==> src/rtl/awr_pkg.sv <==
package awr_pkg;
   localparam int unsigned LEN_W = 5;

   // length code decode: 0 -> 16, 1 -> 20, 2/3 -> 24
   function automatic logic [LEN_W-1:0] len_of(input logic [1:0] code);
      case (code)
         2'd0:    len_of = 5'd16;
         2'd1:    len_of = 5'd20;
         default: len_of = 5'd24;
      endcase
   endfunction
endpackage

==> src/rtl/awr_sync.sv <==
module awr_sync #(
   parameter int unsigned STAGES = 2
) (
   input  logic clk,
   input  logic rst_n,
   input  logic bclk,
   input  logic ws,
   input  logic sd,
   output logic rise,
   output logic ws_s,
   output logic sd_s
);
   logic [STAGES-1:0] b_sh, w_sh, d_sh;
   logic              b_prev;

   generate
      if (STAGES < 2) begin : g_bad_stages
         $error("awr_sync: STAGES must be at least 2");
      end
   endgenerate

   always_ff @(posedge clk) begin
      if (!rst_n) begin
         b_sh   <= '0;
         w_sh   <= '0;
         d_sh   <= '0;
         b_prev <= 1'b0;
      end else begin
         b_sh   <= {b_sh[STAGES-2:0], bclk};
         w_sh   <= {w_sh[STAGES-2:0], ws};
         d_sh   <= {d_sh[STAGES-2:0], sd};
         b_prev <= b_sh[STAGES-1];
      end
   end

   assign rise = b_sh[STAGES-1] & ~b_prev;
   assign ws_s = w_sh[STAGES-1];
   assign sd_s = d_sh[STAGES-1];
endmodule

==> src/rtl/awr_rx.sv <==
module awr_rx
   import awr_pkg::*;
#(
   parameter int unsigned MAX_W = 24,
   parameter int unsigned CNT_W = 8
) (
   input  logic                        clk,
   input  logic                        rst_n,
   input  logic                        rise,
   input  logic                        ws_s,
   input  logic                        sd_s,
   input  logic [LEN_W-1:0]            in_len,
   output logic                        ws_chg,
   output logic [1:0][MAX_W-1:0]       hold,
   output logic [CNT_W-1:0]            frame_cnt,
   output logic                        meas_valid
);
   localparam logic [LEN_W-1:0] MAXW_L = LEN_W'(MAX_W);
   localparam logic [CNT_W-1:0] CNT_TOP = '1;

   logic             ws_last, seen_rise;
   logic [CNT_W-1:0] pos, fcnt;
   logic [MAX_W-1:0] sh, sh_nxt, aligned;

   assign ws_chg  = rise && (ws_s != ws_last);
   assign sh_nxt  = (pos < CNT_W'(in_len)) ? {sh[MAX_W-2:0], sd_s} : sh;
   assign aligned = sh_nxt << (MAXW_L - in_len);

   always_ff @(posedge clk) begin
      if (!rst_n) begin
         ws_last    <= 1'b0;
         pos        <= '0;
         sh         <= '0;
         hold       <= '0;
         fcnt       <= '0;
         frame_cnt  <= '0;
         seen_rise  <= 1'b0;
         meas_valid <= 1'b0;
      end else if (rise) begin
         ws_last <= ws_s;
         if (ws_chg) begin
            hold[ws_last] <= aligned;
            sh            <= '0;
            pos           <= '0;
         end else begin
            sh <= sh_nxt;
            if (pos != CNT_TOP) pos <= pos + 1'b1;
         end
         if (ws_chg && ws_s) begin
            if (seen_rise) begin
               frame_cnt  <= fcnt;
               meas_valid <= 1'b1;
            end
            seen_rise <= 1'b1;
            fcnt      <= CNT_W'(1);
         end else if (fcnt != CNT_TOP) begin
            fcnt <= fcnt + 1'b1;
         end
      end
   end


   meas_origin_chk: assert property (@(posedge clk) disable iff (!rst_n)
      $rose(meas_valid) |-> $past(ws_chg && ws_s));
endmodule

==> src/rtl/awr_tx.sv <==
module awr_tx
   import awr_pkg::*;
#(
   parameter int unsigned MAX_W = 24,
   parameter int unsigned CNT_W = 8
) (
   input  logic                  clk,
   input  logic                  rst_n,
   input  logic                  rise,
   input  logic                  ws_chg,
   input  logic                  ws_s,
   input  logic                  running,
   input  logic [1:0][MAX_W-1:0] hold,
   input  logic [LEN_W-1:0]      in_len,
   input  logic [LEN_W-1:0]      out_len,
   output logic                  sd_out
);
   localparam logic [CNT_W-1:0] CNT_TOP = '1;

   logic [MAX_W-1:0] src, ext_word, tx_sh;
   logic [CNT_W-1:0] tpos;

   assign src = hold[ws_s];

   // sign fill of the slots past the input length
   generate
      for (genvar k = 0; k < MAX_W; k++) begin : g_ext
         assign ext_word[MAX_W-1-k] = (LEN_W'(k) < in_len) ? src[MAX_W-1-k] : src[MAX_W-1];
      end
   endgenerate

   always_ff @(posedge clk) begin
      if (!rst_n) begin
         tx_sh  <= '0;
         tpos   <= '0;
         sd_out <= 1'b0;
      end else begin
         if (ws_chg) begin
            tx_sh <= ext_word << 1;
            tpos  <= CNT_W'(1);
         end else if (rise) begin
            tx_sh <= tx_sh << 1;
            if (tpos != CNT_TOP) tpos <= tpos + 1'b1;
         end
         if (!running)
            sd_out <= 1'b0;
         else if (ws_chg)
            sd_out <= ext_word[MAX_W-1];
         else if (rise)
            sd_out <= (tpos < CNT_W'(out_len)) && tx_sh[MAX_W-1];
      end
   end


   idle_quiet_chk: assert property (@(posedge clk) disable iff (!rst_n)
      !running |=> !sd_out);


   pad_zero_chk: assert property (@(posedge clk) disable iff (!rst_n)
      (rise && !ws_chg && (tpos >= CNT_W'(out_len))) |=> !sd_out);
endmodule

==> src/rtl/awr_ctrl.sv <==
module awr_ctrl
   import awr_pkg::*;
#(
   parameter int unsigned CNT_W = 8
) (
   input  logic               clk,
   input  logic               rst_n,
   input  logic               run_en,
   input  logic               err_clr,
   input  logic               irq_mask,
   input  logic [LEN_W-1:0]   in_len,
   input  logic [LEN_W-1:0]   out_len,
   input  logic [CNT_W-1:0]   frame_cnt,
   input  logic               meas_valid,
   output logic               running,
   output logic               len_err,
   output logic               irq
);
   logic               en_q, start, fits;
   logic [LEN_W-1:0]   longest;
   logic [CNT_W-1:0]   need;

   generate
      if (CNT_W < LEN_W + 1) begin : g_bad_cnt
         $error("awr_ctrl: CNT_W too small for the length check");
      end
   endgenerate

   assign start   = run_en & ~en_q;
   assign longest = (in_len > out_len) ? in_len : out_len;
   assign need    = CNT_W'({longest, 1'b0});
   assign fits    = meas_valid && (need <= frame_cnt);

   always_ff @(posedge clk) begin
      if (!rst_n) begin
         en_q    <= 1'b0;
         running <= 1'b0;
         len_err <= 1'b0;
      end else begin
         en_q <= run_en;
         if (!run_en)    running <= 1'b0;
         else if (start) running <= fits;
         if (start && !fits) len_err <= 1'b1;
         else if (err_clr)   len_err <= 1'b0;
      end
   end

   assign irq = len_err & ~irq_mask;


   start_outcome_chk: assert property (@(posedge clk) disable iff (!rst_n)
      start |=> (running || len_err));


   err_clear_chk: assert property (@(posedge clk) disable iff (!rst_n)
      $fell(len_err) |-> $past(err_clr));


   stop_chk: assert property (@(posedge clk) disable iff (!rst_n)
      !run_en |=> !running);
endmodule

==> src/rtl/audio_word_resizer.sv <==
module audio_word_resizer
   import awr_pkg::*;
#(
   parameter int unsigned MAX_W       = 24,
   parameter int unsigned CNT_W       = 8,
   parameter int unsigned SYNC_STAGES = 2
) (
   input  logic       clk,
   input  logic       rst_n,
   input  logic       bclk_in,
   input  logic       ws_in,
   input  logic       sd_in,
   input  logic [1:0] in_len_sel,
   input  logic [1:0] out_len_sel,
   input  logic       run_en,
   input  logic       irq_mask,
   input  logic       err_clr,
   output logic       sd_out,
   output logic       running,
   output logic       len_err,
   output logic       irq
);
   generate
      if (MAX_W < 24 || MAX_W > 31) begin : g_bad_width
         $error("audio_word_resizer: MAX_W must lie in 24..31");
      end
   endgenerate

   logic                  rise, ws_s, sd_s, ws_chg, meas_valid;
   logic [1:0][MAX_W-1:0] hold;
   logic [CNT_W-1:0]      frame_cnt;
   logic [LEN_W-1:0]      in_len, out_len;

   assign in_len  = len_of(in_len_sel);
   assign out_len = len_of(out_len_sel);

   awr_sync #(.STAGES(SYNC_STAGES)) u_sync (
      .clk(clk), .rst_n(rst_n), .bclk(bclk_in), .ws(ws_in), .sd(sd_in),
      .rise(rise), .ws_s(ws_s), .sd_s(sd_s));

   awr_rx #(.MAX_W(MAX_W), .CNT_W(CNT_W)) u_rx (
      .clk(clk), .rst_n(rst_n), .rise(rise), .ws_s(ws_s), .sd_s(sd_s),
      .in_len(in_len), .ws_chg(ws_chg), .hold(hold),
      .frame_cnt(frame_cnt), .meas_valid(meas_valid));

   awr_tx #(.MAX_W(MAX_W), .CNT_W(CNT_W)) u_tx (
      .clk(clk), .rst_n(rst_n), .rise(rise), .ws_chg(ws_chg), .ws_s(ws_s),
      .running(running), .hold(hold), .in_len(in_len), .out_len(out_len),
      .sd_out(sd_out));

   awr_ctrl #(.CNT_W(CNT_W)) u_ctrl (
      .clk(clk), .rst_n(rst_n), .run_en(run_en), .err_clr(err_clr),
      .irq_mask(irq_mask), .in_len(in_len), .out_len(out_len),
      .frame_cnt(frame_cnt), .meas_valid(meas_valid),
      .running(running), .len_err(len_err), .irq(irq));
endmodule

==> config.mk <==
export PLATFORM = sky130hd
export DESIGN_NAME = audio_word_resizer
export DESIGN_NICKNAME = d
export VERILOG_FILES = /design/src/rtl/awr_pkg.sv /design/src/rtl/awr_sync.sv /design/src/rtl/awr_rx.sv /design/src/rtl/awr_tx.sv /design/src/rtl/awr_ctrl.sv /design/src/rtl/audio_word_resizer.sv
export SDC_FILE = /design/constraint.sdc
export NUM_CORES = 1
export LEC_CHECK = 0
export ABC_CLOCK_PERIOD_IN_PS = 3020
export BUFFER_PORTS_ARGS = -buffer_cell sky130_fd_sc_hd__buf_2
export CORE_ASPECT_RATIO = 2
export CORE_MARGIN = 2
export CORE_UTILIZATION = 25
export CTS_CLUSTER_SIZE = 25
export DETAILED_ROUTE_END_ITERATION = 7
export SETUP_SLACK_MARGIN = 0.2
export SLEW_MARGIN = 20
export SYNTH_ARGS = -nofsm -noshare
export SYNTH_HDL_FRONTEND = slang
export SYNTH_SLANG_ARGS = --single-unit
export TNS_END_PERCENT = 30
==> constraint.sdc <==
create_clock -name clk -period 3.02 [get_ports clk]
set_input_delay 0.453 -clock clk [delete_from_list [all_inputs] [get_ports clk]]
set_output_delay 0.453 -clock clk [all_outputs]
set_load 0.02 [all_outputs]
Word level (Yosys, flattened, before mapping). Cells that the tools add are included.

Bits in read-only memories: 0. Input port bits: 12. Memories: 0. Bits in latches: 0. RAM bits: 0. Register bits after elaboration: 141. Logic and storage cells: 138.

Bitwise operators: 7. Mux-type cells: 46. Magnitude comparators: 30. Add/subtract/negate cells: 4. Div/mod/pow operators: 0. Multiply operators: 0. Shift-type cells: 1. Eq/ne operators: 6. Reductions and logical operators: 24.

Operator list (count): 24-bit 2-to-1 mux (7); 48-bit bitwise mux (1); 4-bit by 5-bit less-than comparator with 1-bit output (first input constant) (8); 5-bit less-than comparator (first input constant) (8); 8-bit 2-to-1 mux (4); 1-bit 2-to-1 mux (30); 8-bit by 1-bit adder with 8-bit output (second input constant) (3); 24-bit demux with 1-bit select (1); 8-bit inequality test (second input constant) (3); 24-bit by 5-bit left shift with 24-bit output (1); 3-bit by 5-bit less-than comparator with 1-bit output (first input constant) (4); 8-bit by 5-bit less-than comparator with 1-bit output (2); 4-bit case mux with 2 select lines (2); 2-bit AND reduction (8); 2-bit by 5-bit less-than comparator with 1-bit output (first input constant) (2); 2-bit nonzero test (5); 6-bit by 8-bit <= comparator with 1-bit output (1); 1-bit logical AND (6); 5-bit > comparator (1); 1-bit by 5-bit less-than comparator with 1-bit output (first input constant) (1); 5-bit subtractor (first input constant) (1); 2-bit by 1-bit == test with 1-bit output (second input constant) (2); 2-bit zero test (2); 1-bit by 2-bit less-than comparator with 1-bit output (second input constant) (2); other kinds (8) (13).

Depth between registers and ports, before layout.
Depth in word-level cells: 9. Depth in mapped cells: 12. Depth with buffers taken out: 12.

Cells and area by module. Synthesis repeated with hierarchy kept, for this count alone.

Cells, all modules: 1036. Area total of the unflattened synthesis: 8687.1 um2.

Modules (own cells, without submodules): awr_rx (area an instance 5790.6 um2, cells each 701, times used 1); awr_tx (area an instance 2227.1 um2, cells each 261, times used 1); awr_ctrl (area an instance 451.7 um2, cells each 53, times used 1); awr_sync (area an instance 190.2 um2, cells each 15, times used 1); audio_word_resizer (area an instance 27.5 um2, cells each 6, times used 1).

Worst setup path after synthesis. No wires, ideal clock.

Path type: input to register. Start point: in in_len_sel[0]. End point: reg u_ctrl.running. Setup slack: 0.476 ns. Path buffers: 2. Required time: 2.903 ns. Stages: 11. Arrival: 2.427 ns. Cells stage by stage: buf_6 buf_2 nand2_1 ha_1 inv_1 o21ai_0 mux2i_1 ha_1 a31o_2 a211o_1 a32o_1.

Word-level cells in the longest chain between the ends: 6. Elaborated cells between the ends (all ways): 7. Classes of those cells: order compare (2); eq/ne (1); mux (2); reduce/logical (2).

RTL lines: from (decl) (RTL line audio_word_resizer.sv:13) `input logic [1:0] in_len_sel,`; 2-bit by 1-bit == test with 1-bit output / 2-bit zero test (equally long branches) (RTL line awr_pkg.sv:6) `case (code)`; 4-bit case mux with 2 select lines (*) (RTL line awr_pkg.sv:6); 5-bit > comparator (RTL line awr_ctrl.sv:30) `assign longest = (in_len > out_len) ? in_len : out_len;`; 4-bit 2-to-1 mux (*) (RTL line awr_ctrl.sv:30); 6-bit by 8-bit <= comparator with 1-bit output (*) (RTL line awr_ctrl.sv:32) `assign fits = meas_valid && (need <= frame_cnt);`; 1-bit logical AND (*) (RTL line awr_ctrl.sv:32); to (signal assigned) (RTL line awr_ctrl.sv:42) `else if (start) running <= fits;`; to (decl) (RTL line awr_ctrl.sv:15) `output logic running,`.

Mark *: on every way between the ends. The rest lies on a longest branch, timed or not. A chain may end at the register's enable or synchronous reset.

Worst setup path in the final report.
Start point: in in_len_sel[1]. End point: reg u_rx.sh[22].

Word-level cells in the longest chain between the ends: 5. Elaborated cells between the ends (all ways): 6. Classes of those cells: order compare (1); eq/ne (1); mux (3); reduce/logical (1).

RTL lines: 2-bit by 1-bit == test with 1-bit output / 2-bit zero test (equally long branches) (RTL line awr_pkg.sv:6); 4-bit case mux with 2 select lines (*) (RTL line awr_pkg.sv:6); 8-bit by 5-bit less-than comparator with 1-bit output (*) (RTL line awr_rx.sv:26) `assign sh_nxt = (pos < CNT_W'(in_len)) ? {sh[MAX_W-2:0], sd_s} : sh;`; 24-bit 2-to-1 mux (*) (RTL line awr_rx.sv:26); 24-bit 2-to-1 mux (*) (RTL line awr_rx.sv:41) `if (ws_chg) begin`; to (signal assigned) (RTL line awr_rx.sv:46) `sh <= sh_nxt;`; to (decl) (RTL line awr_rx.sv:23) `logic [MAX_W-1:0] sh, sh_nxt, aligned;`.

Marked as above.

==> flow_summary.toml <==
[critical_path]
critPathMaxFanout = 37
end_kind = "flip-flop"
timing.critical_path.slowest_cell_delay_ns = 0.71
worst-endpoint-required_ns = 3.39
critical_path_arrival_ns = 2.58
critPathKind = "primary input to flip-flop"
slowest_stage_cell_on_the_critical_path = "o22ai_2"
timing.critical_path.cells = "buf_2 > buf_4 > inv_1 > ha_1 > o21ai_0 > o21a_1 > o22ai_2 > a22o_1"
critPathLaunchType = "primary input"

[timing]
number_of_endpoints_failing_setup_at_the_final_stage = 0
report.final.hold_viol_count = 0
finalMaxSlewViolations = 0
timing.fmax_mhz = 452.8
rsz0062_at_grt = "no"
layout_worst_path_cycle_share_pct = 73.13
clock_skews_ns = 0.007090
setup_tns_ns = 0
max-slew-margin-rel_pct = 36.44
timing.final.crit_period_ns = 2.208
tightestPinTransition_ns = 0.9533

[power]
p_leak_nw = 2.836
power_density_nw_per_um2 = 551.8
power.total_mw = 4.226
worst_ir_drop_vdd_mv = 0.3214

[run]
max_cap_violations = 0

[clock_tree]
ctsLongestPathBuffers = 2
cts_setup_buffers = 0
cts.root.buffer_cell = "clkbuf_16"
clock_insertion_delay_worst_skew_ns = 0.44
cts_resized = 0
cts-htree-levels = 4
cts_tree = "yes"
clk_pin_slew_ns = 0.06
holdBufCountCts = 0
inserted_clock_buffers = 17
clock_sinks = 141

[yosys]
post-synth-top-area-cell = "dfxtp_1"
synth.yosys.warnings = 0
synth_seq_cells = 141
synth_top_area_share_pct = 42.29
synth.top_cells.by_count = "dfxtp_1 (141), nand2_1 (94), o21ai_0 (84)"
yosys.cell_types.count = 57
synth_edf_count = 0
synth_most_common_cell = "dfxtp_1"
synth_area_leaders = "dfxtp_1 (42%), mux2i_1 (9.6%), o21ai_0 (6.3%)"
synth_sequential_area_ratio_pct = 42.29
synthesis.nets = 779
syn-mean-instance-area_um2 = 8.805
synth_cells = 758
async_flop_share_pct = 0
synth_area_um2 = 6674
synth_flop_cell = "dfxtp_1"

[placed_design]
placedCellCount = 1076
hpwl_um = 11860
port-buffer-count = 15
globalplace.congestion = 0.8280

[detailed_routing]
detail_route.first_pass.iterations = 4
drt-total-wl_um = 16680
routed_via_density = 4.946
vias = 5480
drt-wirelength-per-cell_um = 15.05
postRouteAntennaNets = 0
drt_iter0_drc = 309
drc_errors = 0

[finish]
num-fill-cells = 2834
post_route_cells_drive_above_1_share_pct = 12.30
final_nets = 772
post_layout_nonfiller_instances = 1108
antenna-diode-count = 0
flow.area_growth_from_synthesis_pct = 14.75

[global_route]
maximum_number_of_pins_on_one_net_before_global_route_repair = 47
grt_remaining_overflow = 0
grt_usage_pct = 12.30
antenna_violations_before_repair = 0
first_global_vias = 5432
grt_first_pass_wirelength_um = 27600

[floorplanning]
rows = 84
die_area_um2 = 28100
initial_core_util_pct = 25.40
coreArea_um2 = 26280
io-pin-count = 16
die_w_um = 119.5
floorplan.die.height_um = 235.1

[worst_hold_path]
hp-class = "primary input to flip-flop"

[run_status]
run_status = "complete, no violations"
worst max-delay path: cells and delay by family:
kind | cells | cell delay (ns)
AOI/OAI and AO/OA | 4 | 1.29
buffers and inverters | 3 | 0.56
adders and majority gates | 1 | 0.27
kinds of logic after synthesis:
| kind of cell | Yosys count | share of synthesized area, % |
|---|---|---|
| AOI/OAI and AO/OA | 237 | 21.39 |
| xor gates and xnor gates | 9 | 1.294 |
| adders and majority gates | 9 | 1.687 |
| buffers and inverters | 73 | 5.512 |
| DFF | 141 | 42.29 |
| muxes | 84 | 12.97 |
| and+or+nand+nor | 205 | 14.85 |
routing by layer:
metal  GRT usage [%]  part of all wire (%)
met1           12.08                    38
met2           23.83                    57
met3           2.184                   2.2
met4           6.381                   3.0
met5               0                     0
through the flow:
stage / setup WS, ns / hold slack, ns / cell area, um2 / utilization [%]
floorplan: 0.4760 / 0.4119 / 6674 / -
global placement: 0.3373 / 0.4187 / 7049 / 26.83
detailed placement: 0.3303 / 0.4218 / 7049 / 26.83
CTS: 0.7902 / 0.2062 / 7659 / 29.15
global route: 0.6111 / 0.2216 / 7659 / 29.15
finish: 0.8116 / 0.2186 / 7659 / 29.15
sequential cells by signal, indices dropped and copies added (netlist names), 2 cells and up:
register / flops
u_rx.fcnt: 8
u_rx.frame_cnt: 8
u_rx.hold: 48
u_rx.pos: 8
u_rx.sh: 24
u_sync.b_sh: 2
u_sync.d_sh: 2
u_sync.w_sh: 2
u_tx.tpos: 8
u_tx.tx_sh: 23
worst paths after layout:
check                                  from                   endpoint  slack [ns]  depth (start not counted)
setup reg to reg   u_sync.b_prev$_SDFF_PN0_   u_rx.sh[22]$_SDFFE_PN0P_        0.88                          3
hold reg to reg   u_sync.d_sh[0]$_SDFF_PN0_  u_sync.d_sh[1]$_SDFF_PN0_        0.43                          1
hold / removal                        sd_in  u_sync.d_sh[0]$_SDFF_PN0_        0.22                          2
setup / recovery              in_len_sel[1]   u_rx.sh[22]$_SDFFE_PN0P_        0.81                          8
area by class of cell:
cell class / count / area, um2 / area share (%)
clock buffers: 18 / 439.2 / 5.734
clock inverters: 14 / 170.2 / 2.222
inverters: 13 / 48.80 / 0.6372
multi-input cells: 544 / 3503 / 45.74
flip-flops and latches: 141 / 2824 / 36.87
well taps: 344 / 430.4 / 5.620
repair buffers: 34 / 242.7 / 3.169
placed cells by master, fill, tap and decap left out, types with 3 or more instances in the layout:
cell type and n:
dfxtp_1 140, nand2_1 94, o21ai_0 84, a21oi_1 72, mux2i_1 64, nand3_1 41, a22o_1 24, mux2_2 20
o211ai_1 20, nor2_1 19, clkbuf_16 17, buf_4 17, buf_2 15, inv_1 13, a31oi_1 11, and2_1 9
ha_1 9, nand4_1 7, nor3_1 5, xnor2_1 4, a21o_1 4, or3_1 4, xor2_1 4, clkinvlp_4 4
clkinv_4 4, and4_1 3, nand2b_1 3, o31ai_1 3, or4_1 3, o22ai_1 3, clkinv_2 3, bufinv_16 3
power breakdown:
| part | total, mW | switching (mW) | internal (mW) |
|---|---|---|---|
| Sequential | 1.89 | 0.0130 | 1.87 |
| Combinational | 0.176 | 0.119 | 0.0574 |
| Clock | 2.16 | 0.846 | 1.32 |
(Power assumes the default switching activity.)
